**config.mk**
```make
export PLATFORM = sky130hd
export DESIGN_NAME = resv_monitor
export DESIGN_NICKNAME = d
export VERILOG_FILES = /design/src/rtl/resv_monitor.sv
export SDC_FILE = /design/constraint.sdc
export NUM_CORES = 1
export LEC_CHECK = 0
export ABC_AREA = 1
export BUFFER_PORTS_ARGS = -buffer_cell sky130_fd_sc_hd__buf_2
export CORE_MARGIN = 2
export CORE_UTILIZATION = 46
export DETAILED_ROUTE_END_ITERATION = 6
export PLACE_DENSITY = 0.72
export SLEW_MARGIN = 20
export SYNTH_ARGS = -nofsm -noshare
export SYNTH_HDL_FRONTEND = slang
export SYNTH_SLANG_ARGS = --single-unit
```
**constraint.sdc**
```tcl
create_clock -name clk -period 4.34 [get_ports clk]
set_input_delay 0.434 -clock clk [delete_from_list [all_inputs] [get_ports clk]]
set_output_delay 0.434 -clock clk [all_outputs]
set_load 0.02 [all_outputs]
```
**src/rtl/resv_monitor.sv**
```systemverilog
module resv_monitor #(
  parameter int ADDR_W = 10,
  parameter int DATA_W = 32,
  parameter int LINE_W = 2
) (
  input  logic              clk,
  input  logic              rst_n,
  input  logic              req_valid,
  input  logic [1:0]        req_op,
  input  logic [ADDR_W-1:0] req_addr,
  input  logic [DATA_W-1:0] req_wdata,
  output logic              req_ready,
  output logic [ADDR_W-1:0] mem_raddr,
  input  logic [DATA_W-1:0] mem_rdata,
  output logic              ll_valid,
  output logic [DATA_W-1:0] ll_data,
  input  logic              snoop_valid,
  input  logic [ADDR_W-1:0] snoop_addr,
  output logic              bus_req,
  input  logic              bus_gnt,
  output logic              mem_we,
  output logic [ADDR_W-1:0] mem_waddr,
  output logic [DATA_W-1:0] mem_wdata,
  output logic              sc_done,
  output logic              sc_ok
);

  localparam int TAG_W = ADDR_W - LINE_W;
  localparam logic [1:0] OP_LL = 2'b01;
  localparam logic [1:0] OP_SC = 2'b10;
  localparam logic [1:0] OP_ST = 2'b11;

  logic              waiting;
  logic              resv_valid;
  logic [TAG_W-1:0]  resv_tag;
  logic [ADDR_W-1:0] pend_addr;
  logic [DATA_W-1:0] pend_data;

  wire [TAG_W-1:0] req_tag   = req_addr[ADDR_W-1:LINE_W];
  wire [TAG_W-1:0] snoop_tag = snoop_addr[ADDR_W-1:LINE_W];

  wire accept = req_valid && !waiting;
  wire is_ll  = accept && (req_op == OP_LL);
  wire is_sc  = accept && (req_op == OP_SC);
  wire is_st  = accept && (req_op == OP_ST);

  wire snoop_hit  = snoop_valid && resv_valid && (snoop_tag == resv_tag);
  wire req_hit    = resv_valid && (req_tag == resv_tag);
  wire ll_clash   = snoop_valid && (snoop_tag == req_tag);
  wire sc_go      = is_sc && req_hit && !snoop_hit;
  wire sc_early   = is_sc && !sc_go;
  wire wait_fail  = waiting && snoop_hit;
  wire wait_win   = waiting && !snoop_hit && bus_gnt;
  wire sc_finish  = sc_early || wait_fail || wait_win;

  assign req_ready = !waiting;
  assign bus_req   = waiting;
  assign mem_raddr = req_addr;

  always_ff @(posedge clk or negedge rst_n) begin
    if (!rst_n) begin
      waiting   <= 1'b0;
      pend_addr <= '0;
      pend_data <= '0;
    end else if (sc_go) begin
      waiting   <= 1'b1;
      pend_addr <= req_addr;
      pend_data <= req_wdata;
    end else if (wait_fail || wait_win) begin
      waiting   <= 1'b0;
    end
  end

  always_ff @(posedge clk or negedge rst_n) begin
    if (!rst_n) begin
      resv_valid <= 1'b0;
      resv_tag   <= '0;
    end else if (is_ll) begin
      resv_valid <= !ll_clash;
      resv_tag   <= req_tag;
    end else if (sc_finish || snoop_hit || (is_st && req_hit)) begin
      resv_valid <= 1'b0;
    end
  end

  always_ff @(posedge clk or negedge rst_n) begin
    if (!rst_n) begin
      ll_valid  <= 1'b0;
      ll_data   <= '0;
      mem_we    <= 1'b0;
      mem_waddr <= '0;
      mem_wdata <= '0;
      sc_done   <= 1'b0;
      sc_ok     <= 1'b0;
    end else begin
      ll_valid <= is_ll;
      if (is_ll) ll_data <= mem_rdata;
      mem_we  <= is_st || wait_win;
      if (is_st) begin
        mem_waddr <= req_addr;
        mem_wdata <= req_wdata;
      end else if (wait_win) begin
        mem_waddr <= pend_addr;
        mem_wdata <= pend_data;
      end
      sc_done <= sc_finish;
      sc_ok   <= wait_win;
    end
  end

  a_r1_ll_returns: assert property (@(posedge clk) disable iff (!rst_n)
    (req_valid && req_ready && req_op == OP_LL) |=> ll_valid);

  a_r2_win_has_grant: assert property (@(posedge clk) disable iff (!rst_n)
    (sc_done && sc_ok) |-> ($past(bus_gnt) && mem_we));

  a_r3_fail_no_write: assert property (@(posedge clk) disable iff (!rst_n)
    (sc_done && !sc_ok) |-> !mem_we);

  a_r3_early_no_bus: assert property (@(posedge clk) disable iff (!rst_n)
    (req_valid && req_ready && req_op == OP_SC && !resv_valid) |=> (!bus_req && sc_done && !sc_ok));

  a_r5_snoop_kills: assert property (@(posedge clk) disable iff (!rst_n)
    (bus_req && snoop_valid && snoop_addr[ADDR_W-1:LINE_W] == pend_addr[ADDR_W-1:LINE_W])
    |=> (sc_done && !sc_ok && !bus_req));

  a_r6_sc_clears: assert property (@(posedge clk) disable iff (!rst_n)
    sc_done |-> !resv_valid);

endmodule

```
# Word-level counts from Yosys, hierarchy flattened
# Cells that the tools add are included.
dict set report word_totals {
  wordCells 54
  inputBits 91
  regBits 130
  output_inout_bits 90
}
dict set report op_classes {
  n_reduce_logical 28
  eq_ne 6
  n_mux 8
}
# operator count
set ops {}
lappend ops {{32-bit two-way mux} 2}
lappend ops {{8-bit equality test} 3}
lappend ops {{10-bit two-way mux} 2}
lappend ops {{1-bit logical AND} 15}
lappend ops {{1-bit logical OR} 6}
lappend ops {{2-bit nonzero test} 3}
lappend ops {{2-bit equality test, second input constant} 2}
lappend ops {{1-bit logical NOT} 4}
lappend ops {{1-bit two-way mux} 4}
lappend ops {{2-bit by 1-bit equality test with 1-bit output, second input constant} 1}

# Longest topological paths before layout
# Gate-level depths: netlist (run 1).
dict set report depth {
  word_depth 13
  ltp_mapped 12
  depth_no_buf 11
}

# Worst setup path before layout (run 1)
# No wires, ideal clock.
dict set report synth_timing {
  kind {register to register}
  from {reg waiting, in the netlist bus_req}
  to {reg mem_wdata[10]}
  setup_slack_ps 2747
  path_buffers 1
  stages_incl_launch_ff 7
  setup_time_ps 117
  arrival_ps 1477
  cell_sequence {dfrtp_1 > inv_2 > nand4_2 > buf_2 > mux2_2 > nand2_1 > nand2_1}
}
dict set report synth_via {
  elab_chain_len 4
  elab_cells_between_ends 7
  classes_between {mux: 1; reduce/logical: 6}
}
# element line
set synth_lines {}
lappend synth_lines {{start, declared} 33} ;# logic waiting;
lappend synth_lines {{start signal, assigned} 62} ;# waiting <= 1'b0;
lappend synth_lines {{start signal, assigned} 66} ;# waiting <= 1'b1;
lappend synth_lines {{start signal, assigned} 70} ;# waiting <= 1'b0;
lappend synth_lines {{1-bit logical NOT (*)} n/a}
lappend synth_lines {{net req_ready} 12} ;# output logic req_ready,
lappend synth_lines {{1-bit logical AND (*)} 42} ;# wire accept = req_valid && !waiting;
lappend synth_lines {{1-bit logical AND (*)} 45} ;# wire is_st = accept && (req_op == OP_ST);
lappend synth_lines {{32-bit two-way mux or 2-bit nonzero test (tied branches)} n/a}
lappend synth_lines {{end signal, assigned} 101} ;# mem_wdata <= req_wdata;
lappend synth_lines {{end signal, assigned} 104} ;# mem_wdata <= pend_data;
lappend synth_lines {{end, declared} 23} ;# output logic [DATA_W-1:0] mem_wdata,
# Mark *: on every way through the listed nets, which the timed path passes. The rest lies on a longest branch.
# A chain may end at the register's enable or synchronous reset.

# Final worst setup path (run 1)
dict set report layout_timing {
  from {reg resv_tag[3]}
  to {reg mem_wdata[16]}
}
dict set report layout_via {
  elab_chain_len 6
}
# element line
set layout_lines {}
lappend layout_lines {{start, declared} 35} ;# logic [TAG_W-1:0] resv_tag;
lappend layout_lines {{start signal, assigned} 80} ;# resv_tag <= req_tag;
lappend layout_lines {{8-bit equality test} 47} ;# wire snoop_hit = snoop_valid && resv_valid && (snoop_tag == resv_tag);
lappend layout_lines {{1-bit logical AND} 47}
lappend layout_lines {{1-bit logical NOT} 53} ;# wire wait_win = waiting && !snoop_hit && bus_gnt;
lappend layout_lines {{1-bit logical AND (2 in a row)} 53}
lappend layout_lines {{2-bit nonzero test (no line)} n/a}
# No other way between the ends.

==> results of run 1 <==
-- how the worst max path moves through the flow --
stage	endpoint	slack, ns	cells past startpoint
after floorplan	mem_wdata[10]	2.75	6
after detailed placement	mem_waddr[0]	1.92	12
final	mem_wdata[16]	2.07	10
after CTS	mem_waddr[0]	2.05	10
after global placement	mem_wdata[3]	1.90	12
after global routing	mem_wdata[5]	1.82	10
-- stage by stage --
step	util [%]	setup WS [ns]	instances	area, um2	hold WS [ns]
2_1_floorplan	-	2.747	744	6147	0.1384
3_3_place_gp	53.43	1.905	1059	7019	0.4476
3_5_place_dp	53.43	1.915	1059	7019	0.4551
4_1_cts	57.88	2.051	1091	7604	0.1963
5_1_grt	57.88	1.821	1091	7604	0.1992
6_report	57.88	2.073	1091	7604	0.1519
-- critical path: cells and delay by family (launching register included) --
kind	cells	cell delay (ns)
and+or+nand+nor	9	1.60
buffers and inverters	1	0.10
DFF	1	0.43
-- flip-flops by register name, summed over array words and instances, names as in the netlist --
register	count
ll_data	32
sc_done	1
pend_data	32
sc_ok	1
mem_waddr	10
ll_valid	1
bus_req	1
mem_we	1
resv_tag	8
resv_valid	1
mem_wdata	32
pend_addr	10
-- cell usage after synthesis (all sizes together) --
cell / n / share of area [%]
o22ai: 1 / 0.10
xnor2: 2 / 0.29
mux2: 30 / 5.5
clkbuf: 6 / 0.37
inv: 37 / 2.3
nand3b: 1 / 0.12
nand2: 376 / 23
nor2: 22 / 1.4
a21boi: 1 / 0.12
o21ai: 36 / 3.2
a211oi: 1 / 0.12
nor3: 3 / 0.33
nand4: 4 / 0.51
nand3: 51 / 4.6
xor2: 3 / 0.43
a21oi: 2 / 0.16
dfrtp: 130 / 53
buf: 38 / 4.5
-- report_power, final --
part | switching [uW] | internal (uW) | leakage, uW
Sequential | 59.1 | 1310 | 0.00174
Clock | 532 | 849 | 0.000274
Combinational | 323 | 171 | 0.00241
-- per-layer routing --
metal,part of all wire (%),vias up
li1,-,2635
met4,1.3,0
met3,8.2,16
met5,0,-
met1,46,2402
met2,45,182
-- layout make-up --
type / count / area share [%]
clock inverters: 11 / 1.366
repair buffers: 183 / 12.24
multi-input cells: 533 / 32.57
inverters: 37 / 1.827
flip-flops and latches: 130 / 42.78
well taps: 176 / 2.896
clock buffers: 21 / 6.319
-- cell families (layout without fill, tap and decap cells) --
family          count (synthesis)  in the layout  synth area share, %
simple gates                  457            457                30.10
flops                         130            130                52.92
buf+inv                        81            252                7.083
compound gates                 41             41                3.684
mux                            30             30                5.496
xor+xnor                        5              5               0.7125
==> flow_summary.ini, run 1 <==
[timing]
setup_viol = 0
finalHoldViolations = 0
setup_tns_ns = 0
fmax_mhz = 441.1
worst_pin_slew_ns = 0.9434
relSlewSlack_pct = 37.11
finalCriticalPeriod_ns = 2.267
rsz0062_at_grt = false
post-route-period-util_pct = 52.23
fin_skew_ns = 0.007985
drv_slew = 0

[pwr]
leakagePower_uw = 0.004424
power_density_nw_per_um2 = 426.7
vdd_ir_drop_max_uv = 223.3
power.total_uw = 3244

[die]
die_w_um = 119.6
ios = 181
rows = 42
core_area_um2 = 13140
initial_core_util_pct = 46.79
fp.dieH_um = 119.6
dieArea_um2 = 14300

[setup_path]
rrSetupSlack_ns = 2.07
r2r_end = mem_wdata[16]
crit_path_start = resv_tag[3]
cp.arrival_ns = 2.57
path_cells = inv_2 -> nand2_1 -> nand2_1 -> nand2_1 -> nor2_1 -> nand3_2 -> nand3_4 -> nand2_4 -> nand2_1 -> nand2_1
crit_path_max_incr_delay_ns = 0.45
worstSetupPathType = reg -> reg
r2r-start = resv_tag[3]
cp_max_fo = 44
cp_common_cell = nand2_1
crit_slowest_cell = nand2_4
critPathCaptureType = register
cp.required_ns = 4.64
cp-start-kind = register
reg2reg_depth = 10

[clock_network]
cts_max_level = 4
post_cts_resized = 0
cts_sinks = 130
postCtsSetupRepairBufs = 0
path_clk_slew_ns = 0.06
insertion_delay_ns = 0.42
cts_root_buf = clkbuf_16
cts_buffers = 17
cts.path.max_buffers = 2
cts_hold_buf = 0
cts_tree = yes

[global_route]
grt_max_degree = 74
grt-ovfl-total = 0
grt_use_met1_pct = 29.47
use_met3_pct = 6.036
grt_pass1_wl_um = 24580
grt_pass1_vias = 5078
antenna_found_initial = 0
met2_usage_pct = 33.21
grt_most_used_layer = met2
grt_usage_pct = 21.68

[layout]
fill_cells = 1221
multi_input_area_um2 = 2476
n_antenna_cell = 0
final_cell_mix = nand2_1, buf_2, dfrtp_1, nand3_1, inv_1
drive_above_1_share_pct = 28.63
area_delta_synth_final_pct = 23.69
seq_area_um2 = 3253
nNetsFinal = 993
layout_commonest_cell = nand2_1

[routing]
firstDrtPassIters = 5
wl_per_cell_um = 13.54
dr_total_vias = 5235
drcViolationCount = 0
drt_iter0_drc = 342
viasPerCell = 4.798
drtAntennaViolNets = 0
routed_wl_um = 14770

[synth]
synth_cell_type_count = 30
synth_seq_cells = 130
yosysWarnings = 0
synth_cells = 744
syn_area_per_cell_um2 = 8.262
yosysSeqAreaShare_pct = 52.92
syn_nets = 835
syn_area_um2 = 6147

[hold_path]
hold_path.class = in -> async

[outcome]
run_status = finished clean

[run]
max_cap_violations = 0

[placed_design]
gp_congestion = 0.8589
hpwl_um = 9704
place.port_buffers = 178
(Power assumes the default switching activity.)
==> inputs of run 2 (changes only) <==
==> constraint.sdc (replaced) <==
create_clock -name clk -period 2.2 [get_ports clk]
set_input_delay 0.22 -clock clk [delete_from_list [all_inputs] [get_ports clk]]
set_output_delay 0.22 -clock clk [all_outputs]
set_load 0.02 [all_outputs]
==> flow_summary.ini, run 2 (synthesized netlist as in run 1, its figures left out) <==
[routing]
drtAntennaViolNets = 0
wl_per_cell_um = 13.56
dr_total_vias = 5424
viasPerCell = 4.821
drt_iter0_drc = 332
drcViolationCount = 0
firstDrtPassIters = 5
routed_wl_um = 15260

[global_route]
grt_pass1_wl_um = 25260
grt_pass1_vias = 5196
grt_usage_pct = 22.53
antenna_found_initial = 0
grt-ovfl-total = 0
grt_max_degree = 47

[die]
rows = 42
die_w_um = 119.6
core_area_um2 = 13140
ios = 181
initial_core_util_pct = 46.79
fp.dieH_um = 119.6
dieArea_um2 = 14300

[pwr]
vdd_ir_drop_max_uv = 392.0
combPwrFrac_pct = 15.7
power.internal_uw = 4771
power_density_nw_per_um2 = 820.9
leakagePower_uw = 0.004620
p_sw_share_pct = 27.63
pwr-share-clk_pct = 43.3
share_seq_of_total_power_pct = 41.0
switching_power_uw = 1822

[timing]
rsz0062_at_grt = false
drv_slew = 0
setup_slack_ns = 0.3728
fin_skew_ns = 0.005051
worst_pin_slew_ns = 0.6227
post-route-period-util_pct = 83.06
finalCriticalPeriod_ns = 1.827
relSlewSlack_pct = 58.48
setup_viol = 0
fmax_mhz = 547.3
finalHoldViolations = 0
whs_ns = 0.02476
setup_tns_ns = 0

[clock_network]
cts_sinks = 130
cts_root_buf = clkbuf_16
postCtsSetupRepairBufs = 0
post_cts_resized = 0
cts.path.max_buffers = 2
cts_buffers = 17
cts_tree = yes
insertion_delay_ns = 0.41
path_clk_slew_ns = 0.06
cts_max_level = 4

[run]
max_cap_violations = 0

[placed_design]
hpwl_um = 10100
place.port_buffers = 178
dpl.cell_count = 1066
dp_slack_ns = 0.4000
gp_congestion = 0.8537

[setup_path]
critPathCaptureType = register
cp.arrival_ns = 2.12
r2r_end = mem_wdata[29]
rrSetupSlack_ns = 0.37
reg2reg_depth = 10
r2r-start = resv_tag[3]
endpoint = mem_wdata[29]
cp_max_fo = 43
cp.required_ns = 2.50
crit_path_start = resv_tag[3]
cp-start-kind = register
worstSetupPathType = reg -> reg

[layout]
fill_cells = 1138
drive_above_1_share_pct = 28.35
final_cells = 1125
seq_area_um2 = 3253
nNetsFinal = 1027
layout_commonest_cell = nand2_1
multi_input_area_um2 = 2476
utilization_pct = 61.13
largest_registers = ll_data (32), mem_wdata (32), pend_data (32)
area_delta_synth_final_pct = 30.65
n_antenna_cell = 0
final_cell_mix = nand2_1, buf_2, dfrtp_1, nand3_1, inv_1

[hold_path]
hold_path.class = in -> reg

[outcome]
run_status = finished clean
[run 2: changes by cell type in the layout (fill, tap and decap cells not counted), sizes merged]
| cell | delta |
|---|---|
| dlygate4sd3 | +27 |
| buf | +7 |
| clkbuf | -3 |
| bufinv | +2 |
| clkinv | +2 |
| clkinvlp | -1 |
[run 2: critical path: stages, from the launching register on]
cell	delay, ns
dfrtp_1	0.43
inv_2	0.11
nand2_1	0.06
nand2_1	0.11
nand2_1	0.07
nor2_1	0.12
nand3_2	0.15
nand3_4	0.13
nand2_4	0.29
nand2_1	0.17
nand2_1	0.06
[run 2: area by class of cell]
| cell class | instances | share of cell area (%) |
|---|---|---|
| clock inverter | 14 | 2.025 |
| clock buffer | 18 | 5.468 |
| timing repair buffer | 217 | 16.70 |
| inverter | 37 | 1.729 |
| multi-input combinational | 533 | 30.83 |
| sequential | 130 | 40.50 |
| tap | 176 | 2.742 |
[run 2: how the worst min path moves through the flow]
stage                        from       endpoint  slack (ns)  cells after the start
floorplan                   rst_n        bus_req       -0.08                      0
CTS                 req_wdata[12]  pend_data[12]       0.001                      3
detailed placement          rst_n          sc_ok        0.27                      1
finish              req_wdata[10]  pend_data[10]        0.02                      3
global route        req_wdata[12]  pend_data[12]        0.01                      3
global placement            rst_n          sc_ok        0.28                      1
[run 2: timing repair]
item                       in CTS  in global routing
hold buffers                   27                  0
setup endpoints to repair       0                  0
hold endpoints to repair       69                  0
[run 2: power groups by stage]
stage,Clock (uW),Sequential (uW),Combinational [uW]
after floorplan,0,2910,409
after global placement,0,2740,980
after detailed placement,0,2730,999
after CTS,2910,2700,1030
after global routing,3020,2730,1150
final,2850,2710,1030
[run 2: metal layers]
metal	wire [um]	up-vias	GRT usage (%)
li1	-	2707	-
met1	6895	2483	29.86
met2	6980	214	35.39
met3	1176	20	6.369
met4	207	0	8.309
met5	0	-	0
[run 2: per-stage QoR]
stage | total power, uW | cell area (um2)
2_1_floorplan | 3323 | 6147
3_3_place_gp | 3715 | 7159
3_5_place_dp | 3731 | 7159
4_1_cts | 6646 | 8031
5_1_grt | 6901 | 8031
6_report | 6593 | 8031
==> inputs of run 3 (changes only) <==
--- a/config.mk
+++ b/config.mk
@@ -5,12 +5,12 @@
 export SDC_FILE = /design/constraint.sdc
 export NUM_CORES = 1
 export LEC_CHECK = 0
-export ABC_AREA = 1
+export ABC_AREA = 0
 export BUFFER_PORTS_ARGS = -buffer_cell sky130_fd_sc_hd__buf_2
 export CORE_MARGIN = 2
 export CORE_UTILIZATION = 46
 export DETAILED_ROUTE_END_ITERATION = 6
-export PLACE_DENSITY = 0.72
+export PLACE_DENSITY = 0.74
 export SLEW_MARGIN = 20
 export SYNTH_ARGS = -nofsm -noshare
 export SYNTH_HDL_FRONTEND = slang
==> constraint.sdc (replaced) <==
create_clock -name clk -period 1.9 [get_ports clk]
set_input_delay 0.19 -clock clk [delete_from_list [all_inputs] [get_ports clk]]
set_output_delay 0.19 -clock clk [all_outputs]
set_load 0.02 [all_outputs]
==> flow_summary.ini, run 3 <==
[placed_design]
dpl-instance-area_um2 = 6664
place.port_buffers = 178
gp_congestion = 0.8413
hpwl_um = 9031
dp_slack_ns = -0.06486

[die]
ios = 181
dieArea_um2 = 12940
die_w_um = 113.8
fp.dieH_um = 113.8
initial_core_util_pct = 46.73
rows = 40
core_area_um2 = 11860

[timing]
whs_ns = 0.02001
finalHoldViolations = 0
setup_slack_ns = -0.02196
rsz0062_at_grt = true
worst_pin_slew_ns = 0.5044
post-route-period-util_pct = 101.2
setup_viol = 18
fin_skew_ns = 0.007199
relSlewSlack_pct = 66.37
drv_slew = 0
finalCriticalPeriod_ns = 1.922
fmax_mhz = 520.3

[clock_network]
cts_max_level = 4
cts_sinks = 130
path_clk_slew_ns = 0.06
insertion_delay_ns = 0.40
cts_buffers = 17
cts_root_buf = clkbuf_16
cts.path.max_buffers = 2
cts_tree = yes

[global_route]
grt_pass1_vias = 4189
grt_usage_pct = 20.11
grt_use_met1_pct = 25.56
grt-ovfl-total = 0
grt_max_degree = 57
met2_usage_pct = 33.25
grt_most_used_layer = met2
use_met3_pct = 6.164
grt_pass1_wl_um = 20560
antenna_found_initial = 0

[synth]
synth_edf_count = 0
synthTopCellsByCount = dfrtp_1, nand2_1, mux2_2, nor2_1, a31oi_1
synthTopCellsByArea = dfrtp_1, mux2_2, nand2_1
synth_cell_type_count = 27
syn_area_um2 = 5543
syn_area_per_cell_um2 = 11.84
synth_top_area_cell = dfrtp_1
async_flop_share_pct = 100.0
synth_cells = 468
yosysSeqAreaShare_pct = 58.69
yosysWarnings = 0
synth_top_area_share_pct = 58.69
synth_seq_cells = 130
syn_nets = 559
synth_most_common_cell = dfrtp_1
yosys_most_used_dff = dfrtp_1

[hold_path]
hold_path.class = in -> reg

[pwr]
power_density_nw_per_um2 = 1065
power.internal_uw = 5743
power.total_uw = 8040
vdd_ir_drop_max_uv = 519.1
p_sw_share_pct = 28.57
switching_power_uw = 2297
pwr-share-clk_pct = 39.9
leakagePower_uw = 0.003894
share_seq_of_total_power_pct = 41.3
combPwrFrac_pct = 18.7

[layout]
fill_cells = 966
nNetsFinal = 750
final_cell_mix = buf_2, dfrtp_1, mux2_2, nand2_1, nor2_1
drive_above_1_share_pct = 52.98
n_antenna_cell = 0
area_delta_synth_final_pct = 36.21
largest_registers = ll_data (32), mem_wdata (32), pend_data (32)
fin_area_um2 = 7550
layout_commonest_cell = buf_2

[setup_path]
critPathCaptureType = register
cp.arrival_ns = 2.21
cp.required_ns = 2.18
cp-start-kind = register
worstSetupPathType = reg -> reg
cp_max_fo = 24

[outcome]
run_status = finished with violations
violations = setup timing

[routing]
drt_iter0_drc = 241
firstDrtPassIters = 7
dr_total_vias = 4234
viasPerCell = 5.170
wl_per_cell_um = 16.34
drcViolationCount = 0
drtAntennaViolNets = 0
routed_wl_um = 13390

[run]
max_cap_violations = 0
[run 3: cell types whose count changed in the layout (fill, tap and decap cells not counted), moves of 20 or more]
cell and delta:
nand2_1 -314, mux2_2 +46, nand3_1 -45, a31oi_1 +40, inv_1 -32, dlygate4sd3_1 -24, nor2_1 +24, o21ai_0 -20
[run 3: per-layer routing]
metal | routed length (um) | share of wire [%]
met3 | 939 | 7.0
met4 | 155 | 1.2
met2 | 6431 | 48
met5 | 0 | 0
met1 | 5860 | 44
[run 3: logic make-up (layout without fill, tap and decap cells)]
group                  Yosys count  count (layout)  share of synthesized area, %
AND/OR/NAND/NOR                146             146                         11.02
buffers and inverters           38             242                         4.063
flip-flops                     130             130                         58.69
multiplexers                    82              82                         17.07
XOR/XNOR                        24              24                         3.792
AO/OA/AOI/OAI                   48              48                         5.372
[run 3: power groups by stage]
| stage | clock, uW | combinational (uW) | sequential [uW] |
|---|---|---|---|
| finish | 3210 | 1510 | 3320 |
| global route | 3390 | 1630 | 3370 |
| CTS | 3280 | 1510 | 3320 |
| detailed placement | 0 | 1490 | 3360 |
| global placement | 0 | 1460 | 3340 |
| floorplan | 0 | 483 | 3730 |
[run 3: critical path, stage by stage, from the launching register on]
cell	delay, ns
dfrtp_1	0.43
xnor2_2	0.17
nand3_1	0.13
nor4_4	0.31
nor2_2	0.11
nand2_4	0.11
buf_12	0.18
mux2_2	0.36
[run 3: final cells by class]
class / instances / area (um2) / area share, %
clock buffer: 20 / 456.7 / 6.049
sequential: 130 / 3253 / 43.09
timing repair buffer: 208 / 1284 / 17.00
clock inverter: 12 / 133.9 / 1.773
tap: 147 / 183.9 / 2.436
multi-input combinational: 300 / 2223 / 29.45
inverter: 2 / 15.01 / 0.1989
[run 3: per-stage QoR]
stage               utilization, %  cells  TNS, ns
floorplan                        -    468        0
global placement             56.18    780  -0.4634
detailed placement           56.18    780   -2.088
global route                 63.65    819   -4.967
finish                       63.65    819  -0.1271
CTS                          61.64    816  -0.3746
[run 3: repair_timing]
action	4_1_cts	5_1_grt
endpoints found under the setup margin	78	85
buffers inserted	1	0
hold buffers	3	0
cloned	0	3
hold endpoints to repair	26	0
pin swaps	2	36
resized for setup	4	50
[run 3: path summary, 6_finish.rpt]
kind                       cells after the start       endpoint          start  slack [ns]
setup reg to reg                               7  pend_data[13]    resv_tag[6]       -0.02
max in group asynchronous                      3  mem_wdata[28]          rst_n        1.04
setup / recovery                               7  pend_data[13]    resv_tag[6]       -0.02
hold reg to reg                                1    ll_data[19]    ll_data[19]        0.50
hold / removal                                 2    ll_data[24]  mem_rdata[24]        0.02
min in group asynchronous                      2    ll_data[11]          rst_n        0.25
